### src/rtl/lcdl_pkg.sv
package lcdl_pkg;
   typedef enum logic [2:0] {
      OP_NOP   = 3'b000,
      OP_LDPTR = 3'b001,
      OP_DISP  = 3'b010,
      OP_BMODE = 3'b011,
      OP_CLR   = 3'b100,
      OP_SOEN  = 3'b101,
      OP_CBLK  = 3'b110,
      OP_ABLK  = 3'b111
   } op_e;

   localparam int BYTE_W = 8;
endpackage

### src/rtl/lcdl_ser_rx.sv
module lcdl_ser_rx #(
   parameter int MIN_GAP = 48,
   parameter int SYNC_STAGES = 2
) (
   input  logic       clk,
   input  logic       rst_n,
   input  logic       cs_n,
   input  logic       sclk,
   input  logic       sdi,
   input  logic       cmd_sel,
   output logic       byte_vld,
   output logic       byte_cmd,
   output logic [7:0] byte_data,
   output logic       proto_err
);
   localparam int GW = $clog2(MIN_GAP + 1);

   logic [SYNC_STAGES-1:0] cs_s, sck_s, sd_s, cd_s;
   logic       sck_d;
   logic [2:0] bit_cnt;
   logic [7:0] shreg;
   logic [GW-1:0] gap_cnt;
   logic       rise;
   logic [7:0] next_sh;

   generate
      if (SYNC_STAGES < 2) begin : g_bad_sync
         $error("SYNC_STAGES must be at least 2");
      end
      if (MIN_GAP < 1) begin : g_bad_gap
         $error("MIN_GAP must be at least 1");
      end
      if (SYNC_STAGES == 2) begin : g_sync2
         always_ff @(posedge clk or negedge rst_n) begin
            if (!rst_n) begin
               cs_s <= '1; sck_s <= '0; sd_s <= '0; cd_s <= '0;
            end else begin
               cs_s  <= {cs_s[0], cs_n};
               sck_s <= {sck_s[0], sclk};
               sd_s  <= {sd_s[0], sdi};
               cd_s  <= {cd_s[0], cmd_sel};
            end
         end
      end else begin : g_syncn
         always_ff @(posedge clk or negedge rst_n) begin
            if (!rst_n) begin
               cs_s <= '1; sck_s <= '0; sd_s <= '0; cd_s <= '0;
            end else begin
               cs_s  <= {cs_s[SYNC_STAGES-2:0], cs_n};
               sck_s <= {sck_s[SYNC_STAGES-2:0], sclk};
               sd_s  <= {sd_s[SYNC_STAGES-2:0], sdi};
               cd_s  <= {cd_s[SYNC_STAGES-2:0], cmd_sel};
            end
         end
      end
   endgenerate

   assign rise    = sck_s[SYNC_STAGES-1] & ~sck_d;
   assign next_sh = {sd_s[SYNC_STAGES-1], shreg[7:1]};

   always_ff @(posedge clk or negedge rst_n) begin
      if (!rst_n) begin
         sck_d     <= 1'b0;
         bit_cnt   <= '0;
         shreg     <= '0;
         gap_cnt   <= '0;
         byte_vld  <= 1'b0;
         byte_cmd  <= 1'b0;
         byte_data <= '0;
         proto_err <= 1'b0;
      end else begin
         sck_d     <= sck_s[SYNC_STAGES-1];
         byte_vld  <= 1'b0;
         proto_err <= 1'b0;
         if (gap_cnt != '0) gap_cnt <= gap_cnt - 1'b1;
         if (cs_s[SYNC_STAGES-1]) begin
            bit_cnt <= '0;
         end else if (rise) begin
            shreg   <= next_sh;
            bit_cnt <= bit_cnt + 1'b1;
            if (bit_cnt == 3'd7) begin
               byte_data <= next_sh;
               byte_cmd  <= cd_s[SYNC_STAGES-1];
               if (gap_cnt != '0) begin
                  proto_err <= 1'b1;
               end else begin
                  byte_vld <= 1'b1;
                  gap_cnt  <= GW'(MIN_GAP);
               end
            end
         end
      end
   end


   cs_idle_chk: assert property (@(posedge clk) disable iff (!rst_n)
      cs_s[SYNC_STAGES-1] |=> (bit_cnt == 3'd0));


   gap_rej_chk: assert property (@(posedge clk) disable iff (!rst_n)
      proto_err |-> !byte_vld);
endmodule

### src/rtl/lcdl_ram.sv
module lcdl_ram #(
   parameter int DEPTH = 13,
   parameter int W     = 8,
   parameter int AW    = 4
) (
   input  logic          clk,
   input  logic          rst_n,
   input  logic          clr,
   input  logic          we,
   input  logic [AW-1:0] waddr,
   input  logic [W-1:0]  wdata,
   input  logic [AW-1:0] raddr,
   output logic [W-1:0]  rdata
);
   logic [DEPTH-1:0][W-1:0] mem;

   generate
      if (DEPTH >= (1 << AW)) begin : g_bad_depth
         $error("DEPTH must leave a guard index within AW bits");
      end
      for (genvar g = 0; g < DEPTH; g++) begin : g_cell
         logic [W-1:0] q;
         always_ff @(posedge clk or negedge rst_n) begin
            if (!rst_n)                          q <= '0;
            else if (clr)                        q <= '0;
            else if (we && waddr == AW'(g))      q <= wdata;
         end
         assign mem[g] = q;
      end
   endgenerate

   always_comb begin
      rdata = '0;
      if (raddr < AW'(DEPTH)) rdata = mem[raddr];
   end


   wr_range_chk: assert property (@(posedge clk) disable iff (!rst_n)
      we |-> (waddr < AW'(DEPTH)));


   clr_zero_chk: assert property (@(posedge clk) disable iff (!rst_n)
      clr |=> (mem == '0));
endmodule

### src/rtl/lcd_cmd_loader.sv
module lcd_cmd_loader
   import lcdl_pkg::*;
#(
   parameter int NCELL   = 13,
   parameter int CHR_W   = 8,
   parameter int DOT_W   = 5,
   parameter int MIN_GAP = 48
) (
   input  logic                          clk,
   input  logic                          rst_n,
   input  logic                          cs_n,
   input  logic                          sclk,
   input  logic                          sdi,
   input  logic                          cmd_sel,
   input  logic [$clog2(NCELL)-1:0]      chr_raddr,
   input  logic [$clog2(NCELL)-1:0]      ann_raddr,
   output logic [CHR_W-1:0]              chr_code,
   output logic                          chr_blink,
   output logic [DOT_W-1:0]              ann_dots,
   output logic [DOT_W-1:0]              ann_blink,
   output logic                          disp_on,
   output logic                          one_dot,
   output logic                          so_drive,
   output logic                          proto_err
);
   localparam int AW = $clog2(NCELL);
   localparam int PW = AW + 1;

   generate
      if (NCELL >= (1 << AW)) begin : g_bad_ncell
         $error("NCELL must leave a guard index");
      end
      if (CHR_W != BYTE_W || DOT_W > BYTE_W || PW > 5) begin : g_bad_w
         $error("field widths do not fit the command byte");
      end
   endgenerate

   logic       b_vld, b_cmd;
   logic [7:0] b_dat;
   op_e        op;
   logic [PW-1:0] ptr;
   logic          area;
   logic [AW-1:0] idx;
   logic          inrng;
   logic          chr_we, ann_we, cbl_we, abl_we, clr;
   logic [DOT_W-1:0] abl_val;

   lcdl_ser_rx #(.MIN_GAP(MIN_GAP), .SYNC_STAGES(2)) rx_i (
      .clk(clk), .rst_n(rst_n), .cs_n(cs_n), .sclk(sclk), .sdi(sdi),
      .cmd_sel(cmd_sel), .byte_vld(b_vld), .byte_cmd(b_cmd),
      .byte_data(b_dat), .proto_err(proto_err));

   assign op    = op_e'(b_dat[7:5]);
   assign area  = ptr[PW-1];
   assign idx   = ptr[AW-1:0];
   assign inrng = idx < AW'(NCELL);

   always_comb begin
      chr_we  = b_vld && !b_cmd && !area && inrng;
      ann_we  = b_vld && !b_cmd &&  area && inrng;
      cbl_we  = b_vld &&  b_cmd && op == OP_CBLK && !area && inrng;
      abl_we  = b_vld &&  b_cmd && op == OP_ABLK &&  area && inrng;
      clr     = b_vld &&  b_cmd && op == OP_CLR && b_dat[1:0] == 2'b11;
      abl_val = one_dot ? b_dat[DOT_W-1:0] : {DOT_W{b_dat[0]}};
   end

   always_ff @(posedge clk or negedge rst_n) begin
      if (!rst_n) begin
         ptr      <= '0;
         disp_on  <= 1'b0;
         one_dot  <= 1'b0;
         so_drive <= 1'b0;
      end else begin
         if (b_vld && b_cmd && op == OP_LDPTR)
            ptr <= b_dat[PW-1:0];
         else if (chr_we || ann_we || cbl_we || abl_we)
            ptr <= ptr + 1'b1;
         if (b_vld && b_cmd) begin
            unique case (op)
               OP_DISP:  disp_on  <= b_dat[0];
               OP_BMODE: one_dot  <= b_dat[0];
               OP_SOEN:  so_drive <= b_dat[0];
               default: ;
            endcase
         end
      end
   end

   lcdl_ram #(.DEPTH(NCELL), .W(CHR_W), .AW(AW)) chr_ram_i (
      .clk(clk), .rst_n(rst_n), .clr(clr), .we(chr_we), .waddr(idx),
      .wdata(b_dat[CHR_W-1:0]), .raddr(chr_raddr), .rdata(chr_code));

   lcdl_ram #(.DEPTH(NCELL), .W(1), .AW(AW)) cbl_ram_i (
      .clk(clk), .rst_n(rst_n), .clr(clr), .we(cbl_we), .waddr(idx),
      .wdata(b_dat[0]), .raddr(chr_raddr), .rdata(chr_blink));

   lcdl_ram #(.DEPTH(NCELL), .W(DOT_W), .AW(AW)) ann_ram_i (
      .clk(clk), .rst_n(rst_n), .clr(clr), .we(ann_we), .waddr(idx),
      .wdata(b_dat[DOT_W-1:0]), .raddr(ann_raddr), .rdata(ann_dots));

   lcdl_ram #(.DEPTH(NCELL), .W(DOT_W), .AW(AW)) abl_ram_i (
      .clk(clk), .rst_n(rst_n), .clr(clr), .we(abl_we), .waddr(idx),
      .wdata(abl_val), .raddr(ann_raddr), .rdata(ann_blink));


   guard_hold_chk: assert property (@(posedge clk) disable iff (!rst_n)
      (b_vld && !b_cmd && !inrng) |=> (ptr == $past(ptr)));


   disp_set_chk: assert property (@(posedge clk) disable iff (!rst_n)
      (b_vld && b_cmd && b_dat[7:5] == 3'b010) |=> (disp_on == $past(b_dat[0])));


   ptr_step_chk: assert property (@(posedge clk) disable iff (!rst_n)
      (b_vld && !b_cmd && inrng) |=> (ptr == $past(ptr) + 1'b1));
endmodule

### config.mk
export PLATFORM = sky130hd
export DESIGN_NAME = lcd_cmd_loader
export DESIGN_NICKNAME = d
export VERILOG_FILES = /design/src/rtl/lcdl_pkg.sv /design/src/rtl/lcdl_ser_rx.sv /design/src/rtl/lcdl_ram.sv /design/src/rtl/lcd_cmd_loader.sv
export SDC_FILE = /design/constraint.sdc
export NUM_CORES = 1
export LEC_CHECK = 0
export ABC_AREA = 0
export BUFFER_PORTS_ARGS = -buffer_cell sky130_fd_sc_hd__buf_2
export CAP_MARGIN = 40
export CORE_MARGIN = 3
export CORE_UTILIZATION = 60
export CTS_CLUSTER_SIZE = 14
export DETAILED_ROUTE_END_ITERATION = 8
export PLACE_DENSITY = 0.78
export SYNTH_ARGS = -nofsm -noshare
export SYNTH_HDL_FRONTEND = slang
export SYNTH_SLANG_ARGS = --single-unit
### constraint.sdc
create_clock -name clk -period 2.55 [get_ports clk]
set_input_delay 0.255 -clock clk [delete_from_list [all_inputs] [get_ports clk]]
set_output_delay 0.255 -clock clk [all_outputs]
set_load 0.005 [all_outputs]
==> metrics.txt <==
Critical Path AT 2.72 ns; share of post-route cells with drive strength above 1 approximately a fifth; DRC violations left 0; I/O pin cnt 37; FMAX ~430 MHz; CTS tree yes; initial cell density of the core 62.11%; type of the worst setup path reg2reg; total of flip-flops plus latches after synthesis just under 300; sum of overflow across all layers after global routing 0; Mapped Nets 1,353; ANT nets after route 0; mean number of vias per cell roughly 6.3; sequential-to-total area share from yosys stat 50.88%; number of antenna violations at the first check in global routing 0; setup tns final 0 ns; unrepaired setup endpoints after global routing no; placement row count 55; number of buffers added for setup after CTS 0; area of the core region 23,050 um^2; clock-pin transition on the worst setup and hold timing paths 0.06 ns; average detailed-routed wire length per instance 20.75 um; area growth from synthesis to final layout 11.92%; Unique masters post-synth between 50 and 60; outcome completed; global placement routability congestion 0.8903; post-synthesis cell area 14,320 um^2; Buf+Inv Stages, Crit Path 1; class of the tightest hold or removal check in2async; height of the die 160.5 um; wire length of the first global-routing pass 57,750 um; final worst clock skew 0.01352 ns; maximum single-stage delay on the critical path between 0.7 and 0.8 ns; total number of H-tree levels 1; critical-path maximum fanout 11; total setup violations reported at the end of the flow 0; Critical Path Sink Type flop; buffers added on ports 36; endpoints failing hold 0; minimum clock period 2.331 ns; Worst path slowest cell or4_1; Clk Latency, worst-skew pair 0.55 ns; pins over their slew limit 0; Final Non-Filler Cells approximately 1,700; vias in the first global route 10,750; actual slew at the worst max-slew pin 0.8029 ns; maximum clock path buffer count 3; starting DRC count in detailed routing 964; number of instances in the placed design about 1,600; floorplan die width 160.5 um; CP Launch Type flop; detailed placer's ending HPWL around 22,000 um; root buf cell clkbuf_16; instance count of the mapped netlist 1,329; total track usage 27.39%; TritonCTS Sinks 291; peak ir drop on the vdd network around 0.76 mV; Die Outline Area 25,750 um^2; largest delay contributor family on the critical path simple AND/OR/NAND/NOR gates; largest net degree at the start of global routing 86; power density normalized to cell area 627.7 nW/um^2; most used flip-flop cell after synthesis dfrtp_1; routed wire length 34,900 um; Static Leak 7.278 nW; mean cell area of the mapped netlist 10.77 um^2; endpoint required time on the critical path 2.94 ns; Final nets between 1,000 and 1,500; number of buffers created by CTS 31; worst slack on hold paths between 0.2 and 0.3 ns; share of flip-flops with an asynchronous set or reset after synthesis 100.0%; Antenna Diode Count 0; share of the cycle needed by the critical path after routing 91.39%; yosys warns 0; max_slew headroom 46.27%; Post-synth EDFFs 0; critical path cell sequence inv_1 > ha_1 > and3b_1 > or4_1 > nand3_1 > o21ai_1; Pre-antenna DRT Iters 5; overall via count from detail_route 10,650; max-cap check violation count 0
## kinds of logic (layout without fill, tap and decap cells)
family	count (synthesis)	count (layout)	share of synthesized area (%)
simple gates	411	411	14.71
buf+inv	125	165	4.142
fa+ha+maj	10	10	0.8739
xor+xnor	5	5	0.3059
mux	184	184	16.76
flops	291	291	50.88
compound gates	303	303	12.33
## report_power, final
part / internal (W) / total (W) / switching, W
registers: 0.00473 / 0.00480 / 0.0000775
clock network: 0.00295 / 0.00477 / 0.00183
logic: 0.000201 / 0.000483 / 0.000282
## area by class of cell
class,count,area (um^2)
fillers,1618,7029
clock buffers,40,849.6
repair buffers,102,785.8
well taps,313,391.6
inverters,6,22.52
flip-flops and latches,291,7284
multi-input cells,913,6451
clock inverters,17,239.0
## layer usage
| metal | share of wire, % | global-route usage (%) | vias up |
|---|---|---|---|
| met5 | 0 | 0 | - |
| met4 | 2.8 | 8.442 | 0 |
| met3 | 6.6 | 4.230 | 82 |
| met2 | 48 | 43.41 | 375 |
| met1 | 43 | 39.52 | 5361 |
| li1 | - | - | 4832 |
## final timing paths
check	startpoint	end	slack, ns	depth (start not counted)
min in group clk	rx_i.sck_s[0]$_DFF_PN0_	rx_i.sck_s[1]$_DFF_PN0_	0.35	0
hold / removal	rst_n	abl_ram_i.g_cell[2].q[3]$_DFFE_PN0P_	0.27	2
setup reg to reg	ptr[0]$_DFFE_PN0P_	abl_ram_i.g_cell[12].q[2]$_DFFE_PN0P_	0.22	6
setup / recovery	ptr[0]$_DFFE_PN0P_	abl_ram_i.g_cell[12].q[2]$_DFFE_PN0P_	0.22	6
max in group asynchronous	rst_n	rx_i.cs_s[0]$_DFF_PN1_	1.41	3
hold reg to reg	rx_i.sck_s[0]$_DFF_PN0_	rx_i.sck_s[1]$_DFF_PN0_	0.35	0
## through the flow
stage / power, W / util [%] / worst slack [ns] / cell area [um^2]
final: 0.01006 / 69.51 / 0.2194 / 16020
after global routing: 0.01039 / 69.51 / 0.08394 / 16020
after CTS: 0.01013 / 69.51 / 0.2548 / 16020
after detailed placement: 0.005371 / 64.57 / 0.2843 / 14890
after global placement: 0.005342 / 64.57 / 0.4148 / 14890
after floorplan: 0.005158 / - / 0.5773 / 14320
## flip-flops by register name, indices dropped and copies added, names as in the netlist, 5 cells and up
| register | flops |
|---|---|
| rx_i.shreg | 7 |
| ann_ram_i.g_cell.q | 65 |
| abl_ram_i.g_cell.q | 65 |
| ptr | 5 |
| rx_i.byte_data | 8 |
| cbl_ram_i.g_cell.q | 13 |
| chr_ram_i.g_cell.q | 104 |
| rx_i.gap_cnt | 6 |
## cells in the final DEF (no fill, tap or decap), types with 3 or more instances in the layout
cell and count:
dfrtp_1 289, nand2_1 126, nand3_1 105, mux2i_1 101, a21oi_1 91, nor2_1 85, o21ai_0 79, buf_4 54
o21ai_1 45, mux4_2 38, mux2_2 37, buf_2 35, nand3b_1 31, clkbuf_16 31, o21a_1 20, o22ai_1 19
a221o_1 19, o31ai_1 10, ha_1 10, clkinv_2 10, or4_1 9, o211ai_1 9, mux2_4 7, nor2b_1 7
buf_12 7, nor2_4 6, inv_1 6, bufinv_16 6, nand4_1 5, nand2b_1 5, clkbuf_1 5, dlygate4sd3_1 5
and3_1 4, nor3_1 4, nor3b_2 4, and3b_1 4, clkbuf_8 4, nor2_8 3, xnor2_1 3
## timing repair
action                    CTS  global route
hold buffers                5             0
gates resized for setup     0             0
hold endpoints to repair   72             0
## synth_stat cells, drive strengths merged (3+ instances only)
master / instances / share of area (%)
a21oi: 91 / 3.2
a221o: 19 / 1.3
and3: 4 / 0.17
and3b: 4 / 0.24
buf: 66 / 2.6
clkbuf: 53 / 1.4
dfrtp: 289 / 51
ha: 10 / 0.87
inv: 6 / 0.16
mux2: 45 / 3.7
mux2i: 101 / 7.1
mux4: 38 / 6.0
nand2: 128 / 3.4
nand2b: 5 / 0.22
nand3: 105 / 3.7
nand3b: 31 / 1.6
nand4: 6 / 0.31
nor2: 96 / 3.2
nor2b: 7 / 0.31
nor3: 4 / 0.14
nor3b: 7 / 0.66
o211ai: 9 / 0.47
o21a: 20 / 1.0
o21ai: 124 / 4.3
o22ai: 19 / 0.83
o31ai: 10 / 0.52
or4: 9 / 0.47
xnor2: 3 / 0.18
No activity file was read; power rests on OpenSTA's default activity.
